==> config.mk <==
export PLATFORM = sky130hd
export DESIGN_NAME = pmp_bounds_decoder
export DESIGN_NICKNAME = d
export VERILOG_FILES = /design/src/rtl/pmpdec_pkg.sv /design/src/rtl/pmpdec_tones.sv /design/src/rtl/pmpdec_napot.sv /design/src/rtl/pmp_bounds_decoder.sv
export SDC_FILE = /design/constraint.sdc
export NUM_CORES = 1
export LEC_CHECK = 0
export BUFFER_PORTS_ARGS = -buffer_cell sky130_fd_sc_hd__buf_2
export CORE_MARGIN = 1.5
export CORE_UTILIZATION = 50
export DETAILED_ROUTE_END_ITERATION = 10
export PLACE_DENSITY_LB_ADDON = 0.12
export SYNTH_ARGS = -nofsm -noshare
export SYNTH_HDL_FRONTEND = slang
export SYNTH_SLANG_ARGS = --single-unit
==> constraint.sdc <==
create_clock -name clk -period 8.3 [get_ports clk]
set_input_delay 1.66 -clock clk [delete_from_list [all_inputs] [get_ports clk]]
set_output_delay 1.66 -clock clk [all_outputs]
set_load 0.01 [all_outputs]
==> src/rtl/pmpdec_pkg.sv <==
package pmpdec_pkg;
  typedef enum logic [1:0] {
    MODE_OFF   = 2'd0,
    MODE_TOR   = 2'd1,
    MODE_NA4   = 2'd2,
    MODE_NAPOT = 2'd3
  } pmp_mode_e;
endpackage

==> src/rtl/pmpdec_tones.sv <==
// Priority encoder: index of the lowest zero bit, i.e. the trailing-ones count.
module pmpdec_tones #(
  parameter int W  = 32,
  parameter int CW = $clog2(W + 1)
) (
  input  logic [W-1:0]  vec,
  output logic [CW-1:0] count,
  output logic          full
);
  always_comb begin
    count = CW'(W);
    full  = 1'b1;
    for (int i = W - 1; i >= 0; i--) begin
      if (!vec[i]) begin
        count = CW'(i);
        full  = 1'b0;
      end
    end
    // the reported boundary bit must be a zero
    if (!full) begin
      assert_zero_at_count_R6: assert (vec[count] == 1'b0);
    end
  end
endmodule

==> src/rtl/pmpdec_napot.sv <==
// Power-of-two region bounds from the trailing-ones count.
module pmpdec_napot #(
  parameter int REG_W = 32,
  parameter int CW    = $clog2(REG_W + 1),
  parameter int BA_W  = REG_W + 2
) (
  input  logic [REG_W-1:0] cur,
  input  logic [CW-1:0]    count,
  input  logic             full,
  output logic [BA_W-1:0]  lo,
  output logic [BA_W-1:0]  hi
);
  logic [REG_W:0]  low_mask;
  logic [BA_W-1:0] base;
  logic [BA_W:0]   span;
  logic [BA_W:0]   sum;

  always_comb begin
    low_mask = ((REG_W + 1)'(1) << count) - (REG_W + 1)'(1);
    base     = {cur & ~low_mask[REG_W-1:0], 2'b00};
    span     = ((BA_W + 1)'(1) << (int'(count) + 3)) - (BA_W + 1)'(1);
    sum      = {1'b0, base} + span;
    if (full) begin
      lo = '0;
      hi = '1;
    end else begin
      lo = base;
      hi = sum[BA_W-1:0];
      assert_no_overflow_R6: assert (sum[BA_W] == 1'b0);
    end
  end
endmodule

==> src/rtl/pmp_bounds_decoder.sv <==
module pmp_bounds_decoder #(
  parameter int REG_W       = 32,
  parameter bit REG_OUT     = 1'b1,
  parameter bit FIRST_ENTRY = 1'b0,
  localparam int BA_W       = REG_W + 2
) (
  input  logic             clk,
  input  logic             rst,
  input  logic [1:0]       mode,
  input  logic [REG_W-1:0] cur_addr,
  input  logic [REG_W-1:0] prev_addr,
  output logic [BA_W-1:0]  start_addr,
  output logic [BA_W-1:0]  end_addr,
  output logic             region_active
);
  import pmpdec_pkg::*;
  localparam int CW = $clog2(REG_W + 1);

  pmp_mode_e        mode_e;
  logic [REG_W-1:0] prev_eff;
  logic [CW-1:0]    ones_cnt;
  logic             ones_full;
  logic [BA_W-1:0]  np_lo, np_hi;
  logic [BA_W-1:0]  lo_c, hi_c;
  logic             act_c;

  assign mode_e = pmp_mode_e'(mode);

  generate
    if (FIRST_ENTRY) begin : g_first
      assign prev_eff = '0;
    end else begin : g_mid
      assign prev_eff = prev_addr;
    end
  endgenerate

  pmpdec_tones #(.W(REG_W), .CW(CW)) tones_i (
    .vec(cur_addr), .count(ones_cnt), .full(ones_full)
  );

  pmpdec_napot #(.REG_W(REG_W), .CW(CW), .BA_W(BA_W)) napot_i (
    .cur(cur_addr), .count(ones_cnt), .full(ones_full), .lo(np_lo), .hi(np_hi)
  );

  always_comb begin
    act_c = 1'b1;
    unique case (mode_e)
      MODE_TOR: begin
        lo_c = {prev_eff, 2'b00};
        hi_c = {cur_addr, 2'b00} - BA_W'(1);
      end
      MODE_NA4: begin
        lo_c = {cur_addr, 2'b00};
        hi_c = {cur_addr, 2'b11};
      end
      MODE_NAPOT: begin
        lo_c = np_lo;
        hi_c = np_hi;
      end
      default: begin
        lo_c  = '0;
        hi_c  = '1;
        act_c = 1'b0;
      end
    endcase
  end

  generate
    if (REG_OUT) begin : g_reg
      always_ff @(posedge clk) begin
        if (rst) begin
          start_addr    <= '0;
          end_addr      <= '1;
          region_active <= 1'b0;
        end else begin
          start_addr    <= lo_c;
          end_addr      <= hi_c;
          region_active <= act_c;
        end
      end

      assert_active_R1: assert property (@(posedge clk) disable iff (rst)
        (mode != 2'd0) |=> region_active);
      assert_off_whole_R2: assert property (@(posedge clk) disable iff (rst)
        (mode == 2'd0) |=> (!region_active && start_addr == '0 && end_addr == '1));
      assert_tor_base_R3: assert property (@(posedge clk) disable iff (rst)
        (mode == 2'd1) |=> (start_addr == {$past(prev_eff), 2'b00}));
      assert_na4_span_R5: assert property (@(posedge clk) disable iff (rst)
        (mode == 2'd2) |=> (BA_W'(end_addr - start_addr) == BA_W'(3)));
      assert_reset_R9: assert property (@(posedge clk)
        rst |=> (!region_active && start_addr == '0 && end_addr == '1));
    end else begin : g_comb
      assign start_addr    = lo_c;
      assign end_addr      = hi_c;
      assign region_active = act_c;
    end
  endgenerate
endmodule

==> out/metrics.yaml, run 1 <==
outcome:
  outcome: "finished clean"
route:
  viasPerCell: 6.29
  drc_errors: 0
  drt_iter0_markers: 1169
  vias: 7826
  wl_um: 25000
  antenna_left: 0
  dr.pass1.iters: 6
  avgRoutedWirePerCell_um: 20.1
placed_design:
  port_buffers: 134
  gp_congestion: 0.990
  post-dp-hpwl_um: 19100
  place_ws_ns: 1.27
clock_tree:
  path_clk_slew_ns: 0.07
  cts-root-buf: "clkbuf_16"
  holdBufCountCts: 0
  cts_setup_buffers: 0
  cts_resized: 0
  cts_inserted_buffers: 9
  h-tree-depth: 3
  clock_path_buffers: 2
  cts_sinks: 67
  cts_tree: "done"
sta:
  setup_violations: 0
  grt_setup_unrepaired: "no"
  slew_violations: 0
  setup_ws_ns: 1.44
  hold_violations: 0
  tns_ns: 0
  finalCriticalPeriod_ns: 6.86
  relSlewSlack: 0.286
  clock.fmax_mhz: 146
  tightest_slew_ns: 1.07
  timing.final.crit_share: 0.827
global_route:
  antenna_found_initial: 0
  grt-ovfl-total: 0
  grt_max_degree: 46
  grt_pass1_wl_um: 37900
  grt_pass1_vias: 6680
  grt-busiest-layer: "met1"
  grt_util_met2: 0.473
  use_met3: 0.0728
  grt_util_met1: 0.529
  grt_util_all_layers: 0.343
power:
  switchingPower_uw: 429
  power_density_nw_per_um2: 147
  netSwitchingFraction: 0.377
  pwr-share-clk: 0.307
  intPower_uw: 708
  power.leakage_nw: 3.38
  irDropWorstVdd_v: 0.000102
  power_frac_seq: 0.309
  p_comb_frac: 0.384
worst_setup_path:
  start_kind: "input port"
  cp_max_fo: 12
  crit_type: "in2reg"
  end_kind: "register"
  cp_data_required_time_ns: 8.52
  cp.arrival_ns: 7.08
yosys:
  syn_area_per_cell_sq_um: 6.96
  async_flop_share: 0
  seq_area_frac_synth: 0.200
  syn_inst: 965
  synthesis.area_sq_um: 6710
  synth-warning-count: 0
  synth-seq-cells: 67
  synth_compound_area_frac: 0.306
  ys_dominant_reg_cell: "dfxtp_1"
  synth_top_family_by_area: "compound AO/OA/AOI/OAI gates"
  synth-adder-area-share: 0.124
  synthMuxAreaShare: 0
  yosys.area_share.simple: 0.246
  synth_edf_count: 0
  synth.distinct_cells: 77
  synth_xor_area_frac: 0.0365
layout:
  n_antenna_cell: 0
  final_nets: 1199
  drive_gt1_frac: 0.168
  syn2layout_area_growth_pct: 15.1
  post-route-util: 0.586
die:
  start_util: 0.509
  die_x_um: 119
  die_area_sq_um: 14100
  fp.dieH_um: 119
  rows: 42
  coreArea_sq_um: 13200
  ios: 137
hold_path:
  hold_path_class: "in2reg"
run:
  drv_cap: 0
-- metrics by stage --
| stage | area [sq um] | cells | hold slack (ns) | total power, mW |
|---|---|---|---|---|
| CTS | 7730 | 1245 | 1.56 | 1.12 |
| floorplan | 6740 | 972 | 1.78 | 0.638 |
| finish | 7730 | 1245 | 1.56 | 1.14 |
| global route | 7730 | 1245 | 1.58 | 1.19 |
| global placement | 7460 | 1230 | 1.90 | 0.777 |
| detailed placement | 7460 | 1230 | 1.90 | 0.775 |
-- registers in the layout (all words and copies together) (netlist names) --
| register | flops |
|---|---|
| end_addr | 34 |
| start_addr | 32 |
| region_active | 1 |
-- cell usage after synthesis, drive strengths merged, types with 6 or more instances --
master,n,share of area
a31oi,12,0.011
inv,82,0.046
nor2b,11,0.010
nor4,7,0.0097
a21oi,79,0.059
a211oi,10,0.011
xor2,11,0.014
nand3,31,0.023
dfxtp,67,0.20
buf,15,0.012
clkbuf,48,0.027
a32oi,11,0.014
o31ai,9,0.010
a21o,6,0.0067
and2,10,0.0093
nor2,83,0.046
nor3,26,0.022
o21ai,83,0.062
o21a,20,0.022
o211ai,9,0.010
ha,65,0.12
o22ai,11,0.010
nor3b,6,0.0067
a22oi,22,0.025
nand2b,11,0.010
nand4,13,0.012
or3,11,0.011
and3,7,0.0065
xnor2,17,0.022
nand2,101,0.057
-- layout by cell type (no fill, tap or decap), types with 24 or more instances in the layout --
master / n
dfxtp_1: 67
buf_2: 134
nor2_1: 81
nand2_1: 100
a21oi_1: 79
o21ai_0: 79
ha_1: 65
inv_1: 82
nor3_1: 24
nand3_1: 31
-- area by class of cell --
cell class	count	area [sq um]
Timing Repair Buffer	145	753
Inverter	84	315
Tap cell	176	220
Multi-Input combinational cell	758	4830
Fill cell	1308	5460
Clock inverter	5	30.0
Clock buffer	10	239
Sequential cell	67	1340
-- routing by layer --
layer  vias up  routed length, um
met4         0                764
li1       3667                  -
met3        79               3360
met1      3532              11200
met5         -                  0
met2       548               9650
-- critical path: stages --
cell and delay (ns):
buf_2 0.23, nand4_1 0.13, a31o_2 0.23, or3_1 0.37
o22ai_1 0.56, nand2_1 0.19, nor3_1 0.56, o21a_1 0.26
o21ai_0 0.15, ha_1 0.33, inv_1 0.04, ha_1 0.34
a21oi_1 0.27, o211a_1 0.19, nor3_1 0.06, a2111oi_0 0.46
buf_4 0.21, o211ai_1 0.12, a31oi_1 0.32, a21oi_1 0.13
xnor2_1 0.17, o211ai_1 0.09
-- kinds of logic (layout without fill, tap and decap cells) --
group | Yosys count | in the layout
adder cells (fa/ha/maj) | 66 | 66
other | 2 | 9
flip-flops | 67 | 67
buffers and inverters | 147 | 244
AND/OR/NAND/NOR | 335 | 335
XOR/XNOR | 28 | 28
AO/OA/AOI/OAI | 320 | 320
-- path summary, 6_finish.rpt --
kind / from / to / slack, ns / cells after the start
worst min-delay path: prev_addr[15] / start_addr[17] / 1.56 / 3
worst max-delay path: cur_addr[5] / end_addr[33] / 1.44 / 22
-- power groups by stage --
stage | Sequential, mW | Combinational, mW | Clock, mW
global placement | 0.357 | 0.420 | 0
CTS | 0.351 | 0.420 | 0.352
global route | 0.352 | 0.472 | 0.364
finish | 0.351 | 0.437 | 0.349
floorplan | 0.370 | 0.269 | 0
detailed placement | 0.357 | 0.418 | 0
No activity file was read; power rests on OpenSTA's default activity.
==> run 2: changes to the inputs <==
clock period = 5.65 ns   (was 8.3 ns; I/O delays follow)
==> out/metrics.yaml, run 2 (synthesis gave the netlist of run 1 again) <==
outcome:
  outcome: "finished clean"  # unchanged
clock_tree:
  cts_tree: "done"  # unchanged
  cts-root-buf: "clkbuf_16"  # unchanged
  cts_inserted_buffers: 9  # unchanged
  h-tree-depth: 3  # unchanged
  clock_path_buffers: 2  # unchanged
  cts_sinks: 67  # unchanged
  path_clk_slew_ns: 0.06  # was 0.07 ns
  holdBufCountCts: 0  # unchanged
worst_setup_path:
  max_stage_delay_ns: 0.55  # was 0.56 ns
  cp_max_fo: 5  # was 12
  cp.arrival_ns: 5.66  # was 7.08 ns
  end_kind: "register"  # unchanged
  start_kind: "input port"  # unchanged
  path_common_cell: "buf_4"
  crit_type: "in2reg"  # unchanged
  critPathSlowestCell: "or4_4"  # was o22ai_1
  path_cells: "buf_2 > nand2_1 > a311o_1 > a2111oi_4 > buf_4 > o22a_1 > buf_4 > nand2_1 > buf_4 > nor3_1 > o21ai_0 > ha_1 > inv_1 > ha_1 > buf_4 > o21a_1 > o21ai_0 > buf_4 > nor2_2 > a211oi_2 > or4_4 > a21oi_4 > o211ai_1"  # was buf_2 > nand4_1 > a31o_2 > or3_1 > o22ai_1 > nand2_1 > nor3_1 > o21a_1 > o21ai_0 > ha_1 > inv_1 > ha_1 > a21oi_1 > o211a_1 > nor3_1 > a2111oi_0 > buf_4 > o211ai_1 > a31oi_1 > a21oi_1 > xnor2_1 > o211ai_1
  cp_data_required_time_ns: 5.84  # was 8.52 ns
sta:
  hold_violations: 0  # unchanged
  clock.fmax_mhz: 183
  setup_violations: 0  # unchanged
  slew_violations: 0  # unchanged
  finalCriticalPeriod_ns: 5.47
  grt_setup_unrepaired: "no"  # unchanged
  relSlewSlack: 0.241  # was 0.286
  tightest_slew_ns: 1.13  # was 1.07 ns
  timing.final.crit_share: 0.968
  setup_ws_ns: 0.182  # was 1.44 ns
layout:
  final_nets: 1382  # was 1,199
  top_register: "end_addr"  # unchanged
  drive_gt1_frac: 0.305  # was 0.168
  syn2layout_area_growth_pct: 38.4  # was 15.1%
  n_antenna_cell: 0  # unchanged
  largest_reg_flops: 34  # unchanged
  top_regs: "end_addr: 34 flops, start_addr: 32 flops, region_active: 1 flops"  # unchanged
  final_common_cell: "buf_4"  # was buf_2
  fill_cells: 1192  # was 1,308
  fin_cells: 1429  # was 1,245
  final_cell_mix: "buf_4 (194), buf_2 (134), nand2_1 (99)"  # was buf_2 (134), nand2_1 (100), inv_1 (82)
route:
  viasPerCell: 5.96  # was 6.29
  antenna_left: 0  # unchanged
  wl_um: 28300  # was 25,000 um
  avgRoutedWirePerCell_um: 19.8  # was 20.1 um
  drt_iter0_markers: 1150  # was 1,169
  drc_errors: 0  # unchanged
  vias: 8520  # was 7,826
  dr.pass1.iters: 6  # unchanged
global_route:
  grt_pass1_wl_um: 43100  # was 37,900 um
  grt_util_all_layers: 0.396  # was 0.343
  grt_pass1_vias: 7689  # was 6,680
  grt_max_degree: 45  # was 46
  antenna_found_initial: 0  # unchanged
  grt-ovfl-total: 0  # unchanged
hold_path:
  hold_path_class: "in2reg"  # unchanged
die:
  fp.dieH_um: 119  # unchanged
  ios: 137  # unchanged
  start_util: 0.509  # unchanged
  coreArea_sq_um: 13200  # unchanged
  die_area_sq_um: 14100  # unchanged
  die_x_um: 119  # unchanged
  rows: 42  # unchanged
placed_design:
  place_ws_ns: -0.312  # was 1.27 ns
  gp_congestion: 1.04  # was 0.990
  dp.cells: 1412  # was 1,230
  post-dp-hpwl_um: 22400  # was 19,100 um
  port_buffers: 134  # unchanged
run:
  drv_cap: 0  # unchanged
power:
  power_density_nw_per_um2: 214  # was 147 nW/um^2
  irDropWorstVdd_v: 0.000157  # was 0.000102 V
  power.leakage_nw: 4.33  # was 3.38 nW
-- run 2: per-layer routing --
layer  track usage  vias to the layer above  wire length, um
li1              -                     4030                -
met1         0.572                     3849            12600
met5             0                        -                0
met2         0.555                      576            11200
met4         0.141                        0              907
met3         0.115                       65             3660
-- run 2: path summary, 6_finish.rpt --
check | slack, ns | cells past startpoint | end | start
min | 1.03 | 3 | start_addr[7] | prev_addr[5]
max | 0.18 | 23 | end_addr[24] | cur_addr[23]
-- run 2: layout make-up --
cell class,instances,area [sq um],share of cell area
Tap cell,176,220,0.0237
Inverter,84,315,0.0339
Clock inverter,6,113,0.0121
Clock buffer,10,239,0.0257
Timing Repair Buffer,328,2130,0.229
Sequential cell,67,1340,0.144
Multi-Input combinational cell,758,4940,0.531
-- run 2: critical path, delay by kind of cell --
family                     cells  cell delay [ns]
AOI/OAI and AO/OA              9             1.75
buffers and inverters          7             0.93
adders and majority gates      2             0.66
and+or+nand+nor                5             1.18
-- run 2: where the power goes --
group          total (mW)  internal (mW)  switching, mW
sequential          0.516          0.506        0.00961
clock               0.664          0.444          0.220
combinational       0.804          0.345          0.459
-- run 2: through the flow --
step           utilization  total power [mW]  area, sq um  TNS (ns)  hold WS [ns]
2_1_floorplan            -             0.939         6750         0          1.25
3_3_place_gp         0.669              1.28         8830     -2.55          1.37
3_5_place_dp         0.669              1.28         8830     -2.31          1.37
4_1_cts              0.696              1.94         9190         0          1.03
5_1_grt              0.704              2.07         9290         0          1.04
6_report             0.704              1.98         9290         0          1.03
-- run 2: what timing repair did --
action,4_1_cts,5_1_grt
setup buffers,0,1
endpoints found under the setup margin,1,17
endpoints found under the hold margin,0,0
gates resized for setup,1,23
pin swaps,0,6
